--- src/rtl/pm_evt_pkg.sv ---
package pm_evt_pkg;

    localparam int REG_W = 16;

    localparam int BIT_TMR    = 0;
    localparam int BIT_GLOBAL = 5;
    localparam int BIT_PWRBTN = 8;
    localparam int BIT_RTC    = 10;

    localparam logic [REG_W-1:0] SCI_SRC_MASK =
        (REG_W'(1) << BIT_TMR) | (REG_W'(1) << BIT_GLOBAL) |
        (REG_W'(1) << BIT_PWRBTN) | (REG_W'(1) << BIT_RTC);

    localparam int               WIN_BYTES      = 64;
    localparam logic [15:0]      WIN_ALIGN_MASK = ~16'(WIN_BYTES - 1);

    localparam logic [5:0]  CFG_DW_BASE = 6'h10;
    localparam logic [5:0]  CFG_DW_AUX  = 6'h12;
    localparam logic [5:0]  CFG_DW_CTRL = 6'h20;
    localparam logic [31:0] CFG_AUX_RST = 32'h0000_0001;

    localparam logic [5:0] OFF_STS    = 6'h00;
    localparam logic [5:0] OFF_EN     = 6'h02;
    localparam logic [5:0] OFF_TMR_LO = 6'h08;
    localparam logic [5:0] OFF_TMR_HI = 6'h0A;

    typedef enum logic [2:0] {
        SEL_STS,
        SEL_EN,
        SEL_TMR_LO,
        SEL_TMR_HI,
        SEL_NONE
    } win_sel_e;

    typedef struct packed {
        logic             wr;
        logic             rd;
        win_sel_e         sel;
        logic [REG_W-1:0] wdata;
    } win_acc_t;

    function automatic win_sel_e decode_offset(input logic [5:0] off);
        case (off)
            OFF_STS:    return SEL_STS;
            OFF_EN:     return SEL_EN;
            OFF_TMR_LO: return SEL_TMR_LO;
            OFF_TMR_HI: return SEL_TMR_HI;
            default:    return SEL_NONE;
        endcase
    endfunction

endpackage

--- src/rtl/pm_cfg_regs.sv ---
module pm_cfg_regs
    import pm_evt_pkg::*;
(
    input  logic        clk,
    input  logic        rst,
    input  logic        cfg_wr,
    input  logic [5:0]  cfg_dw_addr,
    input  logic [31:0] cfg_wdata,
    output logic [31:0] cfg_rdata,
    output logic [15:0] win_base,
    output logic        win_en
);

    logic [31:0] base_q;
    logic [31:0] aux_q;
    logic        ctrl_en_q;

    always_ff @(posedge clk) begin
        if (rst) begin
            base_q    <= '0;
            aux_q     <= CFG_AUX_RST;
            ctrl_en_q <= 1'b0;
        end else if (cfg_wr) begin
            case (cfg_dw_addr)
                CFG_DW_BASE: base_q    <= cfg_wdata;
                CFG_DW_AUX:  aux_q     <= cfg_wdata;
                CFG_DW_CTRL: ctrl_en_q <= cfg_wdata[0];
                default: ;
            endcase
        end
    end

    always_comb begin
        case (cfg_dw_addr)
            CFG_DW_BASE: cfg_rdata = base_q;
            CFG_DW_AUX:  cfg_rdata = aux_q;
            CFG_DW_CTRL: cfg_rdata = {31'd0, ctrl_en_q};
            default:     cfg_rdata = '0;
        endcase
    end

    assign win_base = base_q[15:0] & WIN_ALIGN_MASK;
    assign win_en   = ctrl_en_q;

    // the auxiliary dword returns to its initial value after reset
    p_aux_reset_r1: assert property (@(posedge clk)
        rst |=> (aux_q == CFG_AUX_RST));

    // base alignment, low bits never reach the window
    p_base_aligned_r2: assert property (@(posedge clk) disable iff (rst)
        win_base[5:0] == 6'd0);

endmodule

--- src/rtl/pm_win_decode.sv ---
module pm_win_decode
    import pm_evt_pkg::*;
(
    input  logic             clk,
    input  logic             rst,
    input  logic             io_wr,
    input  logic             io_rd,
    input  logic [15:0]      io_addr,
    input  logic [REG_W-1:0] io_wdata,
    input  logic [15:0]      win_base,
    input  logic             win_en,
    output logic             io_hit,
    output win_acc_t         acc
);

    always_comb begin
        io_hit    = win_en && ((io_addr & WIN_ALIGN_MASK) == win_base);
        acc.wr    = io_hit && io_wr;
        acc.rd    = io_hit && io_rd;
        acc.sel   = io_hit ? decode_offset(io_addr[5:0]) : SEL_NONE;
        acc.wdata = io_wdata;
    end

    // no decode while the window is switched off
    p_window_off_r3: assert property (@(posedge clk) disable iff (rst)
        !win_en |-> !io_hit && !acc.wr && !acc.rd);

    // a hit lies inside the 64-byte range starting at the base
    p_hit_range_r2: assert property (@(posedge clk) disable iff (rst)
        io_hit |-> (io_addr >= win_base) &&
                   ({1'b0, io_addr} < ({1'b0, win_base} + 17'(WIN_BYTES))));

endmodule

--- src/rtl/pm_timer.sv ---
module pm_timer #(
    parameter int TMR_W = 24
) (
    input  logic             clk,
    input  logic             rst,
    output logic [TMR_W-1:0] count,
    output logic             msb_toggle
);

    localparam int LOW_W = TMR_W - 1;

    logic [TMR_W-1:0] cnt_q;

    always_ff @(posedge clk) begin
        if (rst) cnt_q <= '0;
        else     cnt_q <= cnt_q + TMR_W'(1);
    end

    assign count      = cnt_q;
    assign msb_toggle = &cnt_q[LOW_W-1:0];

    // the counter steps by one every cycle
    p_tmr_step_r9: assert property (@(posedge clk) disable iff (rst)
        !$past(rst) |-> cnt_q == $past(cnt_q) + TMR_W'(1));

    // the toggle flag precedes a change of the MSB
    p_tmr_toggle_r9: assert property (@(posedge clk) disable iff (rst)
        msb_toggle |=> cnt_q[TMR_W-1] != $past(cnt_q[TMR_W-1]));

endmodule

--- src/rtl/pm_evt_regs.sv ---
module pm_evt_regs
    import pm_evt_pkg::*;
(
    input  logic             clk,
    input  logic             rst,
    input  win_acc_t         acc,
    input  logic [REG_W-1:0] evt_in,
    input  logic             tmr_ovf,
    output logic [REG_W-1:0] sts,
    output logic [REG_W-1:0] en,
    output logic             sci,
    output logic             tmr_arm
);

    logic [REG_W-1:0] sts_q;
    logic [REG_W-1:0] en_q;
    logic [REG_W-1:0] clr_vec;
    logic [REG_W-1:0] set_vec;

    assign clr_vec = (acc.wr && acc.sel == SEL_STS) ? acc.wdata : '0;
    assign set_vec = evt_in | (REG_W'(tmr_ovf) << BIT_TMR);

    for (genvar i = 0; i < REG_W; i++) begin : g_sts
        always_ff @(posedge clk) begin
            if (rst)             sts_q[i] <= 1'b0;
            else if (set_vec[i]) sts_q[i] <= 1'b1;
            else if (clr_vec[i]) sts_q[i] <= 1'b0;
        end
    end

    always_ff @(posedge clk) begin
        if (rst)                               en_q <= '0;
        else if (acc.wr && acc.sel == SEL_EN)  en_q <= acc.wdata;
    end

    assign sts     = sts_q;
    assign en      = en_q;
    assign sci     = |(sts_q & en_q & SCI_SRC_MASK);
    assign tmr_arm = en_q[BIT_TMR] & ~sts_q[BIT_TMR];

    // an event pulse leaves its status bit set
    p_evt_sets_r4: assert property (@(posedge clk) disable iff (rst)
        (evt_in != '0) |=> ((sts_q & $past(evt_in)) == $past(evt_in)));

    // bits not written with 1 hold their value
    p_sts_hold_r5: assert property (@(posedge clk) disable iff (rst)
        (sts_q != '0) |=> ((sts_q & $past(sts_q & ~clr_vec)) == $past(sts_q & ~clr_vec)));

    // a bit only falls after a write of 1 to it
    p_sts_fall_r5: assert property (@(posedge clk) disable iff (rst)
        (sts_q != '0) |=> ((~sts_q & $past(sts_q)) & ~$past(clr_vec)) == '0);

endmodule

--- src/rtl/pm_evt_sci.sv ---
module pm_evt_sci
    import pm_evt_pkg::*;
#(
    parameter int TMR_W = 24
) (
    input  logic        clk,
    input  logic        rst,
    input  logic        cfg_wr,
    input  logic [5:0]  cfg_dw_addr,
    input  logic [31:0] cfg_wdata,
    output logic [31:0] cfg_rdata,
    input  logic        io_wr,
    input  logic        io_rd,
    input  logic [15:0] io_addr,
    input  logic [15:0] io_wdata,
    output logic [15:0] io_rdata,
    output logic        io_hit,
    input  logic [15:0] evt_in,
    output logic        sci,
    output logic        tmr_arm
);

    logic [15:0]      win_base;
    logic             win_en;
    win_acc_t         acc;
    logic [TMR_W-1:0] tmr_count;
    logic             tmr_ovf;
    logic [31:0]      tmr_wide;
    logic [REG_W-1:0] sts;
    logic [REG_W-1:0] en;

    pm_cfg_regs u_cfg (
        .clk        (clk),
        .rst        (rst),
        .cfg_wr     (cfg_wr),
        .cfg_dw_addr(cfg_dw_addr),
        .cfg_wdata  (cfg_wdata),
        .cfg_rdata  (cfg_rdata),
        .win_base   (win_base),
        .win_en     (win_en)
    );

    pm_win_decode u_dec (
        .clk     (clk),
        .rst     (rst),
        .io_wr   (io_wr),
        .io_rd   (io_rd),
        .io_addr (io_addr),
        .io_wdata(io_wdata),
        .win_base(win_base),
        .win_en  (win_en),
        .io_hit  (io_hit),
        .acc     (acc)
    );

    pm_timer #(.TMR_W(TMR_W)) u_tmr (
        .clk       (clk),
        .rst       (rst),
        .count     (tmr_count),
        .msb_toggle(tmr_ovf)
    );

    pm_evt_regs u_evt (
        .clk    (clk),
        .rst    (rst),
        .acc    (acc),
        .evt_in (evt_in),
        .tmr_ovf(tmr_ovf),
        .sts    (sts),
        .en     (en),
        .sci    (sci),
        .tmr_arm(tmr_arm)
    );

    assign tmr_wide = 32'(tmr_count);

    always_comb begin
        io_rdata = '0;
        if (acc.rd) begin
            case (acc.sel)
                SEL_STS:    io_rdata = sts;
                SEL_EN:     io_rdata = en;
                SEL_TMR_LO: io_rdata = tmr_wide[15:0];
                SEL_TMR_HI: io_rdata = tmr_wide[31:16];
                default:    io_rdata = '0;
            endcase
        end
    end

    // the interrupt needs an enabled source among the four
    p_sci_source_r7: assert property (@(posedge clk) disable iff (rst)
        sci |-> ((en & SCI_SRC_MASK) != '0) && ((sts & SCI_SRC_MASK) != '0));

    // arming excludes a pending timer status
    p_tmr_arm_r10: assert property (@(posedge clk) disable iff (rst)
        tmr_arm |-> !sts[BIT_TMR] && en[BIT_TMR]);

    // a miss returns zero data
    p_miss_zero_r3: assert property (@(posedge clk) disable iff (rst)
        !io_hit |-> io_rdata == 16'd0);

endmodule

--- config.mk ---
export PLATFORM = sky130hd
export DESIGN_NAME = pm_evt_sci
export DESIGN_NICKNAME = d
export VERILOG_FILES = /design/src/rtl/pm_evt_pkg.sv /design/src/rtl/pm_cfg_regs.sv /design/src/rtl/pm_win_decode.sv /design/src/rtl/pm_timer.sv /design/src/rtl/pm_evt_regs.sv /design/src/rtl/pm_evt_sci.sv
export SDC_FILE = /design/constraint.sdc
export NUM_CORES = 1
export LEC_CHECK = 0
export ABC_AREA = 1
export BUFFER_PORTS_ARGS = -buffer_cell sky130_fd_sc_hd__buf_2
export CAP_MARGIN = 25
export CORE_ASPECT_RATIO = 0.5
export CORE_MARGIN = 3
export CORE_UTILIZATION = 58
export DETAILED_ROUTE_END_ITERATION = 10
export PLACE_DENSITY_LB_ADDON = 0.08
export SETUP_SLACK_MARGIN = 0.4
export SLEW_MARGIN = 5
export SYNTH_ARGS = -nofsm -noshare
export SYNTH_HDL_FRONTEND = slang
export SYNTH_SLANG_ARGS = --single-unit
export TNS_END_PERCENT = 5
--- constraint.sdc ---
create_clock -name clk -period 7.17 [get_ports clk]
set_clock_uncertainty 0.2 [all_clocks]
set_input_delay 1.7925 -clock clk [delete_from_list [all_inputs] [get_ports clk]]
set_output_delay 1.7925 -clock clk [all_outputs]
set_load 0.005 [all_outputs]
==> After elaboration in Yosys (flattened, before gate mapping) <==
Cells that the tools add are included.
{ "op_classes": {"order_cmp": 0, "reduce_logical": 28, "addsub": 1, "n_eq_ne": 10, "n_shift": 0, "multipliers": 0, "muxes": 38, "bitwise_logic": 4, "div": 0} }
{ "ops": {"columns": ["operator", "count"], "rows": [
  ["$pmux 32 s3", 1],
  ["$pmux 16 s4", 1],
  ["$mux 1", 32],
  ["$mux 16", 2],
  ["$reduce_bool 2->1", 16],
  ["$add 24x1->24 const B", 1],
  ["$reduce_and 23->1", 1],
  ["$or 16x1->16", 1],
  ["$eq 6x4->1 const B", 2],
  ["$eq 6x5->1 const B", 2],
  ["$pmux 3 s4", 1],
  ["$and 11x11->11", 1],
  ["$eq 10x10->1", 1],
  ["$eq 3x2->1 const B", 2],
  ["$eq 6x2->1 const B", 1],
  ["$eq 6x6->1 const B", 1],
  ["$logic_not 6->1", 1],
  ["$reduce_and 2->1", 3],
  ["$logic_and 1x1->1", 5],
  ["$reduce_or 4->1", 1],
  ["$eq 3x1->1 const B", 1],
  ["$logic_not 3->1", 1],
  ["$mux 3", 1],
  ["$and 1x1->1", 1],
  ["$not 1->1", 1]
]} }
{ "word_totals": {"latch_bits": 0, "mem_count": 0, "in_bits": 91, "ram_bits": 0, "mem_bits_ro": 0, "regBits": 121} }

==> Depth between registers and ports, before layout <==
Gate-level depths: netlist (run 1).
{ "depth": {"ltp_word": 8, "depth_mapped": 13, "mapped_depth_nobuf": 11} }

==> By module <==
Synthesis (run 1) repeated with hierarchy kept, for this count alone.
{ "unflattened": {"hier_cells": 1087, "hier_area_um2": 6962.9} }
{ "modules_own_cells": {"columns": ["module", "seq_area_each_um2", "area_per_inst_um2", "instances", "cells_each"], "rows": [
  ["pm_cfg_regs", 1301.2, 3414.5, 1, 533],
  ["pm_evt_regs", 640.6, 1239.9, 1, 166],
  ["pm_timer", 480.5, 1217.4, 1, 181],
  ["pm_evt_sci", 0.0, 689.4, 1, 131],
  ["pm_win_decode", 0.0, 401.6, 1, 76]
]} }

==> Least setup slack after synthesis (run 1) <==
No wires, ideal clock.
{ "synth_timing": {"kind": "input to output", "from": "input io_addr[5]", "to": "output io_rdata[5]", "path_stages": 10, "path_slack_ps": 2194, "t_arrival_ps": 2983, "path_buffers": 2, "required_ps": 5177, "path_cell_list": "or2_1 > nor3_2 > inv_1 > nor2_1 > buf_4 > buf_4 > nand4_1 > nand2_1 > nor2_1 > nor2_1"} }
{ "synth_via": {"elab_chain_len": 6, "elab_cells_between_ends": 12, "cone_classes": "6 x eq/ne; 4 x mux; 2 x reduce/logical"} }
{ "synth_rtl": {"columns": ["item", "line_no", "source"], "rows": [
  ["start: declaration", "pm_evt_sci.sv:14", "input logic [15:0] io_addr,"],
  ["$eq 6x4->1 (tied with other cells)", "pm_evt_pkg.sv:43", "case (off)"],
  ["$pmux 3 s4 (*)", "pm_evt_pkg.sv:43", null],
  ["$mux 3 (*)", "pm_win_decode.sv:20", "acc.sel = io_hit ? decode_offset(io_addr[5:0]) : SEL_NONE;"],
  ["$eq 3x2->1 (tied with other cells)", "pm_evt_sci.sv:80", "case (acc.sel)"],
  ["$pmux 16 s4 (*)", "pm_evt_sci.sv:80", null],
  ["$mux 16 (*)", "pm_evt_sci.sv:79", "if (acc.rd) begin"],
  ["end: declaration", "pm_evt_sci.sv:16", "output logic [15:0] io_rdata,"]
]} }
Every way passes the cells marked *; elsewhere a longest branch is shown, timed or not.

==> Final worst setup path (run 1) <==
{ "layout_timing": {"from": "input io_addr[5]", "to": "output io_rdata[7]"} }
The elaborated chain is that of the path after synthesis.

==> metrics, run 1 <==
PwrDens 218 nW/um^2; CP peak stage delay 0.55 ns; initial antenna violation count 0; clk_lat worst skew 0.42 ns; iteration count of the initial detailed-routing pass 5; Synth Area in XOR/XNOR 1.32%; Rel. slew slack between 30% and 40%; via count about 6300; largest net degree at the start of global routing 67; Top delay family on crit path simple AND/OR/NAND/NOR gates; Die Ht a little under 80 um; CTS tree yes; multiplexer share of the synthesized area 0%; Max Clk Rate 168 MHz; GRT Util Overall a little under a third; Slew Viols, Final 0; Buf/Inv on CP 4; Max Cap Viol 0; drt via density 5.65; CP Max Fanout 32; P_leak around 0.0033 uW; TNS Setup 0 ns; CP Class in2out; Switching Fraction roughly 24%; met3 WL 1580 um; count of unique library cells instantiated by Yosys 37; H-Tree Depth 4; Routed WL 17500 um; crit-path cells buf_2 > or2_1 > nor3_2 > inv_1 > nor2_4 > buf_4 > nand4_1 > nand2_1 > nor2_1 > nor2_1 > buf_2; largest buffer count on any clock path 2; WP data required between 5 and 6 ns; number of synthesized flops with an enable pin 0; Comb pwr share 5.5%; std cell rows 25; setup bufs post-CTS 0; first-pass GRT wire length ~28000 um; vias in the first global route 5927; met2 WL 8360 um; RSZ-0062 raised after global routing no; Pint 1190 uW; status complete, no violations; share of power burned in registers 43.8%; post-DR wirelength/cell 15.6 um; Synth Area in Compound Gates 17.0%; syn_area_per_cell 6.95 sq um; register area share after synthesis 40.5%; main combinational cell family by area after synthesis simple AND/OR/NAND/NOR gates; root buffer cell clkbuf_16; Routed Antenna Nets 0; Sink Count 121; clock power share 50.7%; Die W 150 um; Worst Setup Start Kind input port; CTS Hold Bufs 0; Netlist Area Pre-Place approximately 6000 sq um; period utilization slightly above 80%; area growth from synthesis to layout 21.0%; Synth Flop Type dfxtp_1; sw power slightly below 400 uW; top sig layer met4; slowest CP cell nor2_4; Post-Synth Simple-Gate Area 31.7%; critical path arrival between 3 and 4 ns; Port Buf Inserts 141; Final setup viols 0; asr flop ratio synth 0%; DP HPWL 11400 um; Hold Fails Final Rpt 0; Final Critical Period 5.96 ns; drt initial violations 526; # IOs between 100 and 150; WHS 0.264 ns; core area 9730 sq um; Synth Area in Adders 0.209%; Worst Max-Slew Pin Slew 0.993 ns; total of flip-flops plus latches after synthesis 121; Die Area 11700 sq um; Clock transition at path regs 0.06 ns; post-synthesis cell count 862; worst vdd ir roughly 0.00014 V; Yosys Warn Count 0; worst min path class reg2reg; Initial Utilization just over 60%; met1 wire length 7320 um; CTS Buf Count 17; GRT overflow 0; Final #Nets 1066; CP Capture Type output port; syn_nets 954; layout cells sized above 1 20.7%; CTS resizes 0; drt drc 0; gpl congestion 0.880
-- flip-flops by register name, summed over array words and instances, names as in the netlist --
signal / cells
u_cfg.aux_q: 32
u_cfg.base_q: 32
u_tmr.count: 24
u_evt.en: 16
u_evt.sts: 16
u_cfg.win_en: 1
-- final timing paths --
check / start / end / slack (ns) / cells after the start
worst max-delay path: io_addr[5] / io_rdata[7] / 1.21 / 11
worst min-delay path: u_evt.sts[15]$_SDFFE_PP0P_ / u_evt.sts[15]$_SDFFE_PP0P_ / 0.26 / 2
worst max register to register: u_cfg.base_q[9]$_SDFFE_PP0P_ / u_evt.en[0]$_SDFFE_PP0P_ / 4.68 / 11
worst min register to register: u_evt.sts[15]$_SDFFE_PP0P_ / u_evt.sts[15]$_SDFFE_PP0P_ / 0.26 / 2
-- power by group through the flow --
| stage | Sequential [uW] | Clock, uW | Combinational, uW |
|---|---|---|---|
| final | 691 | 800 | 86.5 |
| after floorplan | 703 | 0 | 46.3 |
| after detailed placement | 705 | 0 | 84.3 |
| after global routing | 692 | 834 | 97.8 |
| after global placement | 705 | 0 | 82.9 |
| after CTS | 691 | 802 | 85.2 |
-- Yosys cell counts (all sizes together) (4+ instances only) --
master | count | area [sq um]
o21ai | 96 | 480
nand2 | 112 | 430
a31oi | 4 | 25.0
nand3 | 19 | 105
clkbuf | 36 | 135
dfxtp | 121 | 2420
nand4 | 82 | 513
a21oi | 51 | 255
nor2 | 182 | 711
buf | 19 | 121
a22o | 24 | 210
nor3 | 14 | 86.3
inv | 81 | 304
xnor2 | 7 | 61.3
-- final cells by class --
type / count / area, sq um
Clock buffer: 17 / 425
Sequential cell: 121 / 2420
Tap cell: 135 / 169
Timing Repair Buffer: 148 / 778
Clock inverter: 14 / 126
Fill cell: 812 / 2480
Antenna cell: 1 / 2.50
Multi-Input combinational cell: 605 / 3020
Inverter: 81 / 304
-- per-stage QoR --
step	total power (uW)	utilization, %	std cells	instance area (sq um)	setup WS, ns
final	1580	74.5	1122	7240	1.21
after global routing	1620	74.4	1121	7240	1.04
after CTS	1580	74.1	1119	7210	1.27
after detailed placement	790	68.4	1088	6650	1.28
after global placement	788	68.4	1088	6650	1.33
after floorplan	749	-	862	5990	2.19
-- cells by family (layout without fill, tap and decap cells) --
logic type	count (synthesis)	count (layout)
AO/OA/AOI/OAI	181	181
flip-flops	121	121
XOR/XNOR	9	9
buffers and inverters	136	260
adder cells (fa/ha/maj)	1	1
other	0	1
AND/OR/NAND/NOR	414	414
-- cell usage in the layout, fill, tap and decap left out, types with 12 or more instances in the layout --
master     synthesis  layout
clkbuf_16          0      17
nand3_1           17      17
nor2_1           175     173
nand4_1           82      82
a21oi_1           51      51
dfxtp_1          121     121
buf_2             10     141
a22o_1            24      24
o21ai_0           85      85
nor3_1            12      12
inv_1             76      75
nand2_1          110     110
-- tightest hold or removal path: cells and delay by family, from the launching register on --
kind / cells / cell delay, ns
AOI/OAI and AO/OA: 1 / 0.05
and+or+nand+nor: 1 / 0.06
DFF: 1 / 0.31
-- per-layer routing --
metal,GRT usage (%),vias to the layer above
li1,-,3125
met1,38.0,2930
met2,49.3,264
met3,8.98,18
met4,9.76,0
met5,0,-
Power figures use the tool's default switching activity.
==> run 2, diff against run 1 <==
Settings changed: CORE_UTILIZATION 58 to 54.
Clock period 7.17 ns to 5.68 ns, I/O delays scaled along.
==> run 2 against run 1 <==
Global-route usage is 2.9 points lower. Die area up 7.0%. Via count shrank 2.2%. Worst hold slack lost 0.00087 ns. Count of clock-buffer cells in the layout increased by 1. Sequential share of layout area down 0.16 points. Wire length shrank 2.9%. Non-clock buffer count up 2. First-iteration DRC count fell by 21%. Critical path type unchanged. Largest power group unchanged. Highest routed layer is now met5.
==> metrics, run 2 (synthesis gave the netlist of run 1 again) <==
WHS 0.263 ns (was 0.264 ns); Slew Viols, Final 0 (unchanged); total power 2000 uW (was 1580 uW); # IOs 142 (unchanged); number of diodes 0 (was 1); Max Cap Viol 0 (unchanged); first-pass GRT wire length 27500 um (was 28200 um); CTS resizes 0 (unchanged); largest net degree at the start of global routing 61 (was 67); met3 WL 1180 um (was 1580 um); worst min path class reg2reg (unchanged); drt via density 5.50 (was 5.65); GRT overflow 0 (unchanged); CTS tree yes (unchanged); Die Ht 80.5 um (was 77.9 um); Final setup viols 0 (unchanged); post-DR wirelength/cell 15.0 um (was 15.6 um); critical path arrival 3.42 ns (was 3.96 ns); initial antenna violation count 1 (was 0); Hold Fails Final Rpt 0 (unchanged); Post-DP Area 6720 sq um (was 6650 sq um); design area 7280 sq um (was 7240 sq um); iteration count of the initial detailed-routing pass 5 (unchanged); clk_lat worst skew 0.41 ns (was 0.42 ns); worst vdd ir 0.000224 V (was 0.000136 V); GRT Util Overall 27.2% (was 30.0%); Top delay family on crit path simple AND/OR/NAND/NOR gates (unchanged); core area 10500 sq um (was 9730 sq um); setup slack after layout 0.638 ns (was 1.21 ns); vias in the first global route 5714 (was 5927); Final Critical Period 5.04 ns; CP Class in2out (unchanged); top sig layer met5 (was met4); setup bufs post-CTS 0 (unchanged); CP Capture Type output port (unchanged); Worst Setup Start Kind input port (unchanged); CTS Hold Bufs 0 (unchanged); Max Clk Rate between 150 and 200 MHz; layout cells sized above 1 20.7% (about the same); largest buffer count on any clock path 2 (unchanged); Initial Utilization 57.0% (was 61.6%); PwrDens 275 nW/um^2 (was 218 nW/um^2); pre-CTS WS 0.636 ns (was 1.28 ns); area growth from synthesis to layout 21.5% (was 21.0%); DP HPWL 11400 um (about the same); met2 WL 8050 um (was 8360 um); Die Area 12500 sq um (was 11700 sq um); drt initial violations 413 (was 526); met1 wire length 7580 um (was 7320 um); Sink Count 121 (unchanged); period utilization between 80% and 90%; CP peak stage delay 0.49 ns (was 0.55 ns); gpl congestion 0.883 (was 0.880); Clock transition at path regs 0.05 ns (was 0.06 ns); drt drc 0 (unchanged); crit-path cells buf_2 > xnor2_1 > nand2_1 > nor2_1 > nand3_1 > nor2_4 > nand2_2 > inv_1 > nand2_1 > inv_1 > buf_2 (was buf_2 > or2_1 > nor3_2 > inv_1 > nor2_4 > buf_4 > nand4_1 > nand2_1 > nor2_1 > nor2_1 > buf_2); TNS Setup 0 ns (unchanged); H-Tree Depth 4 (unchanged); WP data required 4.06 ns (was 5.18 ns); Rel. slew slack 36.5% (was 33.7%); Die W 155 um (was 150 um); std cell rows 26 (was 25); CTS Buf Count 17 (unchanged); Worst Max-Slew Pin Slew 0.951 ns (was 0.993 ns); Routed Antenna Nets 0 (unchanged); via count 6199 (was 6337); root buffer cell clkbuf_16 (unchanged); P_leak 0.00327 uW (was 0.00326 uW); CP Max Fanout 24 (was 32); commonest non-fill, non-tap cells in the layout nor2_1 (173), buf_2 (141), dfxtp_1 (121) (unchanged); Routed WL 16900 um (was 17500 um); RSZ-0062 raised after global routing no (unchanged); Port Buf Inserts 141 (unchanged); Buf/Inv on CP 4 (unchanged); Final #Nets 1068 (was 1066); status complete, no violations (unchanged); slowest CP cell nor2_4 (unchanged); commonest non-fill, non-tap cell in the layout nor2_1 (unchanged)
run 2: worst paths after layout:
| check | from | end | slack (ns) | cells after the start |
|---|---|---|---|---|
| worst max-delay path | io_addr[12] | io_rdata[14] | 0.64 | 11 |
| worst min-delay path | u_tmr.count[0]$_SDFF_PP0_ | u_tmr.count[0]$_SDFF_PP0_ | 0.26 | 1 |
| worst max register to register | u_cfg.base_q[12]$_SDFFE_PP0P_ | u_evt.sts[13]$_SDFFE_PP0P_ | 3.05 | 9 |
| worst min register to register | u_tmr.count[0]$_SDFF_PP0_ | u_tmr.count[0]$_SDFF_PP0_ | 0.26 | 1 |
run 2: stage by stage:
stage	std cells	utilization, %
global placement	1095	63.6
detailed placement	1096	63.9
finish	1128	69.3
CTS	1127	69.2
floorplan	862	-
global route	1128	69.3
run 2: layout make-up:
class	instances	area (sq um)
fill	968	3230
timing repair buffer	150	806
multi-input combinational	605	3020
clock inverter	13	125
clock buffer	18	429
tap	140	175
inverter	81	304
sequential	121	2420
run 2: worst reg2reg max path, stage by stage (launching register included):
cell	delay, ns
dfxtp_1	0.32
xnor2_1	0.23
nand2_1	0.08
nor2_1	0.25
nand2_1	0.11
nor2_2	0.64
buf_4	0.32
nand4_1	0.15
nand2_1	0.10
a21oi_1	0.06
run 2: per-layer routing:
metal | up-vias | global-route usage, %
li1 | 3128 | -
met1 | 2861 | 34.8
met2 | 190 | 45.2
met3 | 18 | 7.97
met4 | 2 | 7.14
met5 | - | 0
run 2: power by group:
group          internal, uW  switching, uW
Sequential              862           9.96
Combinational          41.6           67.6
Clock                   604            413
Total                  1510            490
